$ cat src/rtl/memo_pkg.sv
package memo_pkg;
  localparam int MEMO_W = 8;
  localparam int ACK_W  = 4;
  localparam int POL_W  = 3;

  typedef enum logic [POL_W-1:0] {
    POL_SW_RW        = 3'd0,
    POL_HW_SET_SW_CLR = 3'd1,
    POL_SW_SET_HW_CLR = 3'd2,
    POL_MIRROR       = 3'd3,
    POL_SW_RW_HW_SET = 3'd4,
    POL_HW_ONLY      = 3'd5
  } memo_pol_e;

  // word 1 bit positions
  localparam int B1_CHAR  = 0;
  localparam int B1_DEVRDY = 1;
  localparam int B1_MSGAV = 2;
  localparam int B1_XFEROP = 3;
  localparam int B1_INTERR = 4;
  localparam int B1_IFERR = 5;
  // word 2 bit positions
  localparam int B2_MTBUSY = 0;
  localparam int B2_ACKRDY = 3;
  localparam int B2_ACKLSB = 4;

  // policy vectors, bit 7 first
  localparam logic [MEMO_W*POL_W-1:0] MEMO1_POL = {
    POL_SW_RW, POL_SW_RW, POL_SW_RW_HW_SET, POL_SW_RW_HW_SET,
    POL_MIRROR, POL_SW_SET_HW_CLR, POL_SW_SET_HW_CLR, POL_HW_SET_SW_CLR};
  localparam logic [MEMO_W*POL_W-1:0] MEMO2_POL = {
    POL_SW_RW, POL_SW_RW, POL_SW_RW, POL_SW_RW,
    POL_SW_RW, POL_SW_RW, POL_SW_RW, POL_HW_ONLY};
endpackage

$ cat src/rtl/memo_bit_cell.sv
module memo_bit_cell
  import memo_pkg::*;
#(
  parameter memo_pol_e POL = POL_SW_RW
) (
  input  logic clk_i,
  input  logic rst_ni,
  input  logic hw_set_i,
  input  logic hw_clr_i,
  input  logic mirror_i,
  input  logic sw_we_i,
  input  logic sw_val_i,
  output logic q_o
);
  logic q_q, q_d;

  always_comb begin
    q_d = q_q;
    case (POL)
      POL_HW_SET_SW_CLR: begin
        if (hw_set_i)                  q_d = 1'b1;
        else if (sw_we_i && !sw_val_i) q_d = 1'b0;
      end
      POL_SW_SET_HW_CLR: begin
        if (hw_clr_i)                 q_d = 1'b0;
        else if (sw_we_i && sw_val_i) q_d = 1'b1;
      end
      POL_MIRROR:        q_d = mirror_i;
      POL_SW_RW_HW_SET: begin
        if (hw_set_i)     q_d = 1'b1;
        else if (sw_we_i) q_d = sw_val_i;
      end
      POL_HW_ONLY: begin
        if (hw_set_i)      q_d = 1'b1;
        else if (hw_clr_i) q_d = 1'b0;
      end
      default: if (sw_we_i) q_d = sw_val_i;
    endcase
  end

  always_ff @(posedge clk_i or negedge rst_ni) begin
    if (!rst_ni) q_q <= 1'b0;
    else         q_q <= q_d;
  end

  assign q_o = q_q;

  generate
    if (POL == POL_HW_SET_SW_CLR) begin : g_ast_hs
      AST_HW_SET_BEATS_SW: assert property (@(posedge clk_i) disable iff (!rst_ni) hw_set_i |=> q_o);
      AST_NO_SW_RAISE: assert property (@(posedge clk_i) disable iff (!rst_ni) (!q_o && !hw_set_i) |=> !q_o);
    end else if (POL == POL_SW_SET_HW_CLR) begin : g_ast_ss
      AST_HW_CLR_BEATS_SW: assert property (@(posedge clk_i) disable iff (!rst_ni) hw_clr_i |=> !q_o);
      AST_NO_SW_LOWER: assert property (@(posedge clk_i) disable iff (!rst_ni) (q_o && !hw_clr_i) |=> q_o);
    end else if (POL == POL_MIRROR) begin : g_ast_mi
      AST_MIRROR_LAG: assert property (@(posedge clk_i) disable iff (!rst_ni) rst_ni |=> (q_o == $past(mirror_i)));
    end else if (POL == POL_SW_RW_HW_SET) begin : g_ast_er
      AST_ERR_SET_BEATS_SW: assert property (@(posedge clk_i) disable iff (!rst_ni) hw_set_i |=> q_o);
    end else if (POL == POL_HW_ONLY) begin : g_ast_ho
      AST_BUSY_SET_WINS: assert property (@(posedge clk_i) disable iff (!rst_ni) hw_set_i |=> q_o);
      AST_BUSY_HOLD: assert property (@(posedge clk_i) disable iff (!rst_ni) (!hw_set_i && !hw_clr_i) |=> $stable(q_o));
    end else begin : g_ast_rw
      AST_OPEN_HOLD: assert property (@(posedge clk_i) disable iff (!rst_ni) !sw_we_i |=> $stable(q_o));
    end
  endgenerate
endmodule

$ cat src/rtl/memo_bank.sv
module memo_bank
  import memo_pkg::*;
#(
  parameter int                      W       = MEMO_W,
  parameter logic [W*POL_W-1:0]      POL_VEC = '0
) (
  input  logic         clk_i,
  input  logic         rst_ni,
  input  logic [W-1:0] hw_set_i,
  input  logic [W-1:0] hw_clr_i,
  input  logic [W-1:0] mirror_i,
  input  logic         sw_we_i,
  input  logic [W-1:0] sw_data_i,
  input  logic [W-1:0] sw_mask_i,
  output logic [W-1:0] q_o
);
  logic [W-1:0] bit_we;
  assign bit_we = {W{sw_we_i}} & sw_mask_i;

  for (genvar i = 0; i < W; i++) begin : g_bit
    localparam memo_pol_e P = memo_pol_e'(POL_VEC[POL_W*i +: POL_W]);
    memo_bit_cell #(.POL(P)) u_cell (
      .clk_i    (clk_i),
      .rst_ni   (rst_ni),
      .hw_set_i (hw_set_i[i]),
      .hw_clr_i (hw_clr_i[i]),
      .mirror_i (mirror_i[i]),
      .sw_we_i  (bit_we[i]),
      .sw_val_i (sw_data_i[i]),
      .q_o      (q_o[i])
    );
  end

  // unmasked bits never move on a store alone
  AST_UNMASKED_STABLE: assert property (@(posedge clk_i) disable iff (!rst_ni)
    (sw_we_i && sw_mask_i == '0 && hw_set_i == '0 && hw_clr_i == '0 && mirror_i == '0
     && $past(mirror_i) == '0) |=> $stable(q_o));
endmodule

$ cat src/rtl/memo_hw_events.sv
module memo_hw_events
  import memo_pkg::*;
(
  input  logic              char_arrive_i,
  input  logic              out_holder_empty_i,
  input  logic              host_xfer_done_i,
  input  logic              host_access_i,
  input  logic              instr_par_err_i,
  input  logic              input_par_err_i,
  input  logic              host_par_err_i,
  input  logic              holder_par_err_i,
  input  logic              mt_busy_set_i,
  input  logic              mt_busy_clr_i,
  output logic [MEMO_W-1:0] set1_o,
  output logic [MEMO_W-1:0] clr1_o,
  output logic [MEMO_W-1:0] mir1_o,
  output logic [MEMO_W-1:0] set2_o,
  output logic [MEMO_W-1:0] clr2_o
);
  always_comb begin
    set1_o = '0;
    clr1_o = '0;
    mir1_o = '0;
    set2_o = '0;
    clr2_o = '0;
    set1_o[B1_CHAR]   = char_arrive_i;
    set1_o[B1_INTERR] = instr_par_err_i | input_par_err_i | host_par_err_i;
    set1_o[B1_IFERR]  = holder_par_err_i;
    clr1_o[B1_DEVRDY] = out_holder_empty_i;
    clr1_o[B1_MSGAV]  = host_xfer_done_i;
    mir1_o[B1_XFEROP] = host_access_i;
    set2_o[B2_MTBUSY] = mt_busy_set_i;
    clr2_o[B2_MTBUSY] = mt_busy_clr_i;
  end
endmodule

$ cat src/rtl/memo_status_regs.sv
module memo_status_regs
  import memo_pkg::*;
(
  input  logic              clk_i,
  input  logic              rst_ni,
  input  logic              sw_we_i,
  input  logic              sw_sel_i,
  input  logic [MEMO_W-1:0] sw_data_i,
  input  logic [MEMO_W-1:0] sw_mask_i,
  input  logic              char_arrive_i,
  input  logic              out_holder_empty_i,
  input  logic              host_xfer_done_i,
  input  logic              host_access_i,
  input  logic              instr_par_err_i,
  input  logic              input_par_err_i,
  input  logic              host_par_err_i,
  input  logic              holder_par_err_i,
  input  logic              mt_busy_set_i,
  input  logic              mt_busy_clr_i,
  output logic [MEMO_W-1:0] memo1_o,
  output logic [MEMO_W-1:0] memo2_o,
  output logic              peer_ack_ready_o,
  output logic [ACK_W-1:0]  peer_ack_code_o
);
  logic [MEMO_W-1:0] set1, clr1, mir1, set2, clr2;
  logic              we1, we2;

  assign we1 = sw_we_i & ~sw_sel_i;
  assign we2 = sw_we_i &  sw_sel_i;

  memo_hw_events u_events (
    .char_arrive_i      (char_arrive_i),
    .out_holder_empty_i (out_holder_empty_i),
    .host_xfer_done_i   (host_xfer_done_i),
    .host_access_i      (host_access_i),
    .instr_par_err_i    (instr_par_err_i),
    .input_par_err_i    (input_par_err_i),
    .host_par_err_i     (host_par_err_i),
    .holder_par_err_i   (holder_par_err_i),
    .mt_busy_set_i      (mt_busy_set_i),
    .mt_busy_clr_i      (mt_busy_clr_i),
    .set1_o             (set1),
    .clr1_o             (clr1),
    .mir1_o             (mir1),
    .set2_o             (set2),
    .clr2_o             (clr2)
  );

  memo_bank #(.W(MEMO_W), .POL_VEC(MEMO1_POL)) u_bank1 (
    .clk_i     (clk_i),
    .rst_ni    (rst_ni),
    .hw_set_i  (set1),
    .hw_clr_i  (clr1),
    .mirror_i  (mir1),
    .sw_we_i   (we1),
    .sw_data_i (sw_data_i),
    .sw_mask_i (sw_mask_i),
    .q_o       (memo1_o)
  );

  memo_bank #(.W(MEMO_W), .POL_VEC(MEMO2_POL)) u_bank2 (
    .clk_i     (clk_i),
    .rst_ni    (rst_ni),
    .hw_set_i  (set2),
    .hw_clr_i  (clr2),
    .mirror_i  ('0),
    .sw_we_i   (we2),
    .sw_data_i (sw_data_i),
    .sw_mask_i (sw_mask_i),
    .q_o       (memo2_o)
  );

  assign peer_ack_ready_o = memo2_o[B2_ACKRDY];
  assign peer_ack_code_o  = memo2_o[B2_ACKLSB +: ACK_W];

  AST_RESET_CLEAR: assert property (@(posedge clk_i) !rst_ni |-> (memo1_o == '0 && memo2_o == '0));
  AST_XFEROP_NOT_WRITABLE: assert property (@(posedge clk_i) disable iff (!rst_ni)
    (!host_access_i && !memo1_o[B1_XFEROP]) |=> !memo1_o[B1_XFEROP]);
  AST_ACK_WRITE: assert property (@(posedge clk_i) disable iff (!rst_ni)
    (we2 && sw_mask_i[B2_ACKLSB +: ACK_W] == '1) |=> peer_ack_code_o == $past(sw_data_i[B2_ACKLSB +: ACK_W]));
  AST_INTERR_SET: assert property (@(posedge clk_i) disable iff (!rst_ni)
    (instr_par_err_i || input_par_err_i || host_par_err_i) |=> memo1_o[B1_INTERR]);
  AST_IFERR_SET: assert property (@(posedge clk_i) disable iff (!rst_ni)
    holder_par_err_i |=> memo1_o[B1_IFERR]);
  AST_MSGAV_CLR: assert property (@(posedge clk_i) disable iff (!rst_ni)
    host_xfer_done_i |=> !memo1_o[B1_MSGAV]);
endmodule

$ cat config.mk
export PLATFORM = sky130hd
export DESIGN_NAME = memo_status_regs
export DESIGN_NICKNAME = d
export VERILOG_FILES = /design/src/rtl/memo_pkg.sv /design/src/rtl/memo_bit_cell.sv /design/src/rtl/memo_bank.sv /design/src/rtl/memo_hw_events.sv /design/src/rtl/memo_status_regs.sv
export SDC_FILE = /design/constraint.sdc
export NUM_CORES = 1
export LEC_CHECK = 0
export BUFFER_PORTS_ARGS = -buffer_cell sky130_fd_sc_hd__buf_2
export CORE_MARGIN = 4
export CORE_UTILIZATION = 45
export DETAILED_ROUTE_END_ITERATION = 6
export PLACE_DENSITY = 0.92
export SYNTH_ARGS = -nofsm -noshare
export SYNTH_HDL_FRONTEND = slang
export SYNTH_SLANG_ARGS = --single-unit
$ cat constraint.sdc
create_clock -name clk_i -period 1.51 [get_ports clk_i]
set_input_delay 0.302 -clock clk_i [delete_from_list [all_inputs] [get_ports clk_i]]
set_output_delay 0.302 -clock clk_i [all_outputs]
set_load 0.02 [all_outputs]
==> out/results.txt <==
Outcome: finished, final reports clean
Capturing point of the worst reg2reg path: u_bank2.g_bit[6].u_cell.q_o
WL/cell: 12.9 um
Post-DR vias/cell: 4.86
Clock Sinks: 16
Wire length of the first global-routing pass: 2.67 mm
Setup WS pre-CTS: 0.372 ns
Layout Cell Area excl Fill: 0.00102 sq mm
CTS tree: done
Syn Nets: 104
Max-slew headroom: 76.0%
Nets: 138
Initial DRC Count: 2
GR Util met3: 3.15%
Hold endpoint: u_bank1.g_bit[3].u_cell.q_o
Power Density: 1090 mW/mm^2
Count leader, synth: buf_4
Number of global-route vias before repair: 652
Die ar.: 0.00267 sq mm
Die height: 51.7 um
Ratio of cells with drive above 1 in the final layout: 57.9%
Mux contribution to synthesized area: 14.7%
Post-CTS Resized: 0
Final setup TNS: 0 ns
Layout area overhead: 18.5%
Synth Area in Compound Gates: 3.93%
Core Footprint: 0.00176 sq mm
Max-cap check violation count: 0
Global-route total usage across every layer: 13.3%
Worst R2R Setup Slack: 0.70 ns
Post-Synth Adder-Cell Area: 0%
Post-Synthesis Cells: 74
Mapped Area: 860 sq um
Hold path start: host_access_i
Placed cell area: 972 sq um
Top delay family on crit path: flip-flops
Post-Synth Simple-Gate Area: 13.8%
Post-synth ARST share: 100%
Yosys warning total: 0
Min-Delay Path Class: in2reg
Fmax achieved: 0.872 GHz
Later-pin clock latency in the skew report: 0.28 ns
CTS clk-pin slew, worst paths: 0.09 ns
Final hold violation count: 0
Critical Path Sink Type: output pin
Root Buffer: clkbuf_4
Top cells by area, synth: dfrtp_1 (47%), buf_4 (18%), mux2_4 (7.0%)
Slew @ Worst Pin: 0.361 ns
Cell taking the most area after synthesis: dfrtp_1
Max-slew violation count: 0
Drt total wl: 1.70 mm
Main flop type after synthesis: dfrtp_1
Crit path cell chain: buf_2
Max Root-Sink Buffers: 2
First-pass detailed-route iteration total: 2
Final setup violating endpoints: 0
EDFF count, synth: 0
Buf+Inv Stages, Crit Path: 1
Final Wtd Congestion: 0.638
CP Class: reg2out
Crit-path slowest cell: dfrtp_1
Row cnt: 15
Maximum vdd drop: 0.493 mV
Synth top area share: 46.6%
Initial core utilization: 48.7%
Commonest cells in the synthesized netlist: buf_4 (21), dfrtp_1 (16), nand3_1 (7)
Crit path max fanout: 3
Levels on crit path: 1
Antenna violations before repair: 0
Worst path arrival time: 0.85 ns
Port Buffers: 50
Grt peak-use layer: met2
CTS Buf Count: 3
Pleak: 0.519 nW
Worst hold path depth: 1
H-tree depth: 1
Tmin final: 1.15 ns
CP Launch Type: flop
Via Count: 642
Post-route setup slack: 0.363 ns
Fin Clk Skew: 0 ns
Largest family of logic cells by synthesized area: buffers and inverters
# diodes: 0
Final period utilization: 76.0%
Placed Cells: 127
Met1 usage: 13.8%
Postcts setup bufs: 0
Slowest stage delay, CP: 0.40 ns
Grt met2 use: 25.4%
Fillers: 168
Synth unique cells: 18
#FFs+latches synth: 16
Die width: 51.7 um
Reg2Reg Depth: 1
Antenna Violating Nets Remaining: 0
Grt ovf: 0
Cell Count, Final, Fillers Out: 132
RSZ-0062 raised after global routing: false
XOR/XNOR Fraction of Synth Area: 0%
Largest net degree at the start of global routing: 17
DRC errors left: 0
Top Ports: 51
Data required time at the worst endpoint: 1.21 ns
Worst flop-to-flop path startpoint: u_bank2.g_bit[6].u_cell.q_o
Critical Path Start: u_bank2.g_bit[7].u_cell.q_o
Seq/Total Area, Yosys: 46.6%
Register Area: 400 sq um
Area occupied by multi-input gates: 279 sq um
Avg Inst Size Synth: 11.6 sq um
## per-layer routing
layer	share of wire, %	wire length [um]	vias to the layer above
met2	53	895	28
met1	38	647	310
met4	0.82	14	0
met5	0	0	-
li1	-	-	302
met3	8.6	146	2
## worst max-delay path by stage
stage | to
floorplan | u_bank1.g_bit[4].u_cell.q_o
global placement | u_bank1.g_bit[4].u_cell.q_o
detailed placement | u_bank1.g_bit[4].u_cell.q_o
CTS | memo2_o[4]
global route | memo2_o[7]
finish | peer_ack_code_o[3]
## flip-flops by register name, summed over array words and instances (netlist names)
signal                    count
u_bank1.g_bit.u_cell.q_o      8
u_bank2.g_bit.u_cell.q_o      8
## cell families (layout without fill, tap and decap cells)
logic type             after synthesis  count (layout)
DFF                                 16              16
and+or+nand+nor                     18              18
AOI/OAI and AO/OA                    5               5
muxes                               10              10
buffers and inverters               25              58
## stage by stage
stage	hold WS, ns	power [mW]	utilization, %
2_1_floorplan	0.00641	0.806	-
4_1_cts	0.118	1.13	57.7
6_report	0.129	1.11	57.7
5_1_grt	0.112	1.17	57.7
3_5_place_dp	0.235	0.841	55.1
3_3_place_gp	0.228	0.830	55.1
## power by group
part           internal (mW)  leakage, nW  total (mW)  switching [mW]
combinational          0.138        0.314       0.318           0.180
sequential             0.481        0.183       0.512          0.0313
clock                  0.147       0.0210       0.277           0.130
## layout make-up
type                       instances  area share (%)
inverter                           3            1.11
sequential                        16            39.3
tap                               25            3.07
multi-input combinational         33            27.4
timing repair buffer              51            25.6
clock buffer                       4            3.56
## cells in the final DEF (no fill, tap or decap), drive strengths merged
cell	n
a211o	1
a21o	2
a21oi	2
and4b	1
buf	50
clkbuf	4
dfrtp	16
dlygate4sd3	1
inv	3
mux2	9
mux2i	1
nand3	7
nand3b	4
nand4b	2
nand4bb	1
nor2	2
or3	1
## repair_timing
item	CTS	global route
endpoints found under the hold margin	16	0
hold buffers	1	0
setup endpoints to repair	0	0
Note: power is estimated with default switching activity, not from simulation.
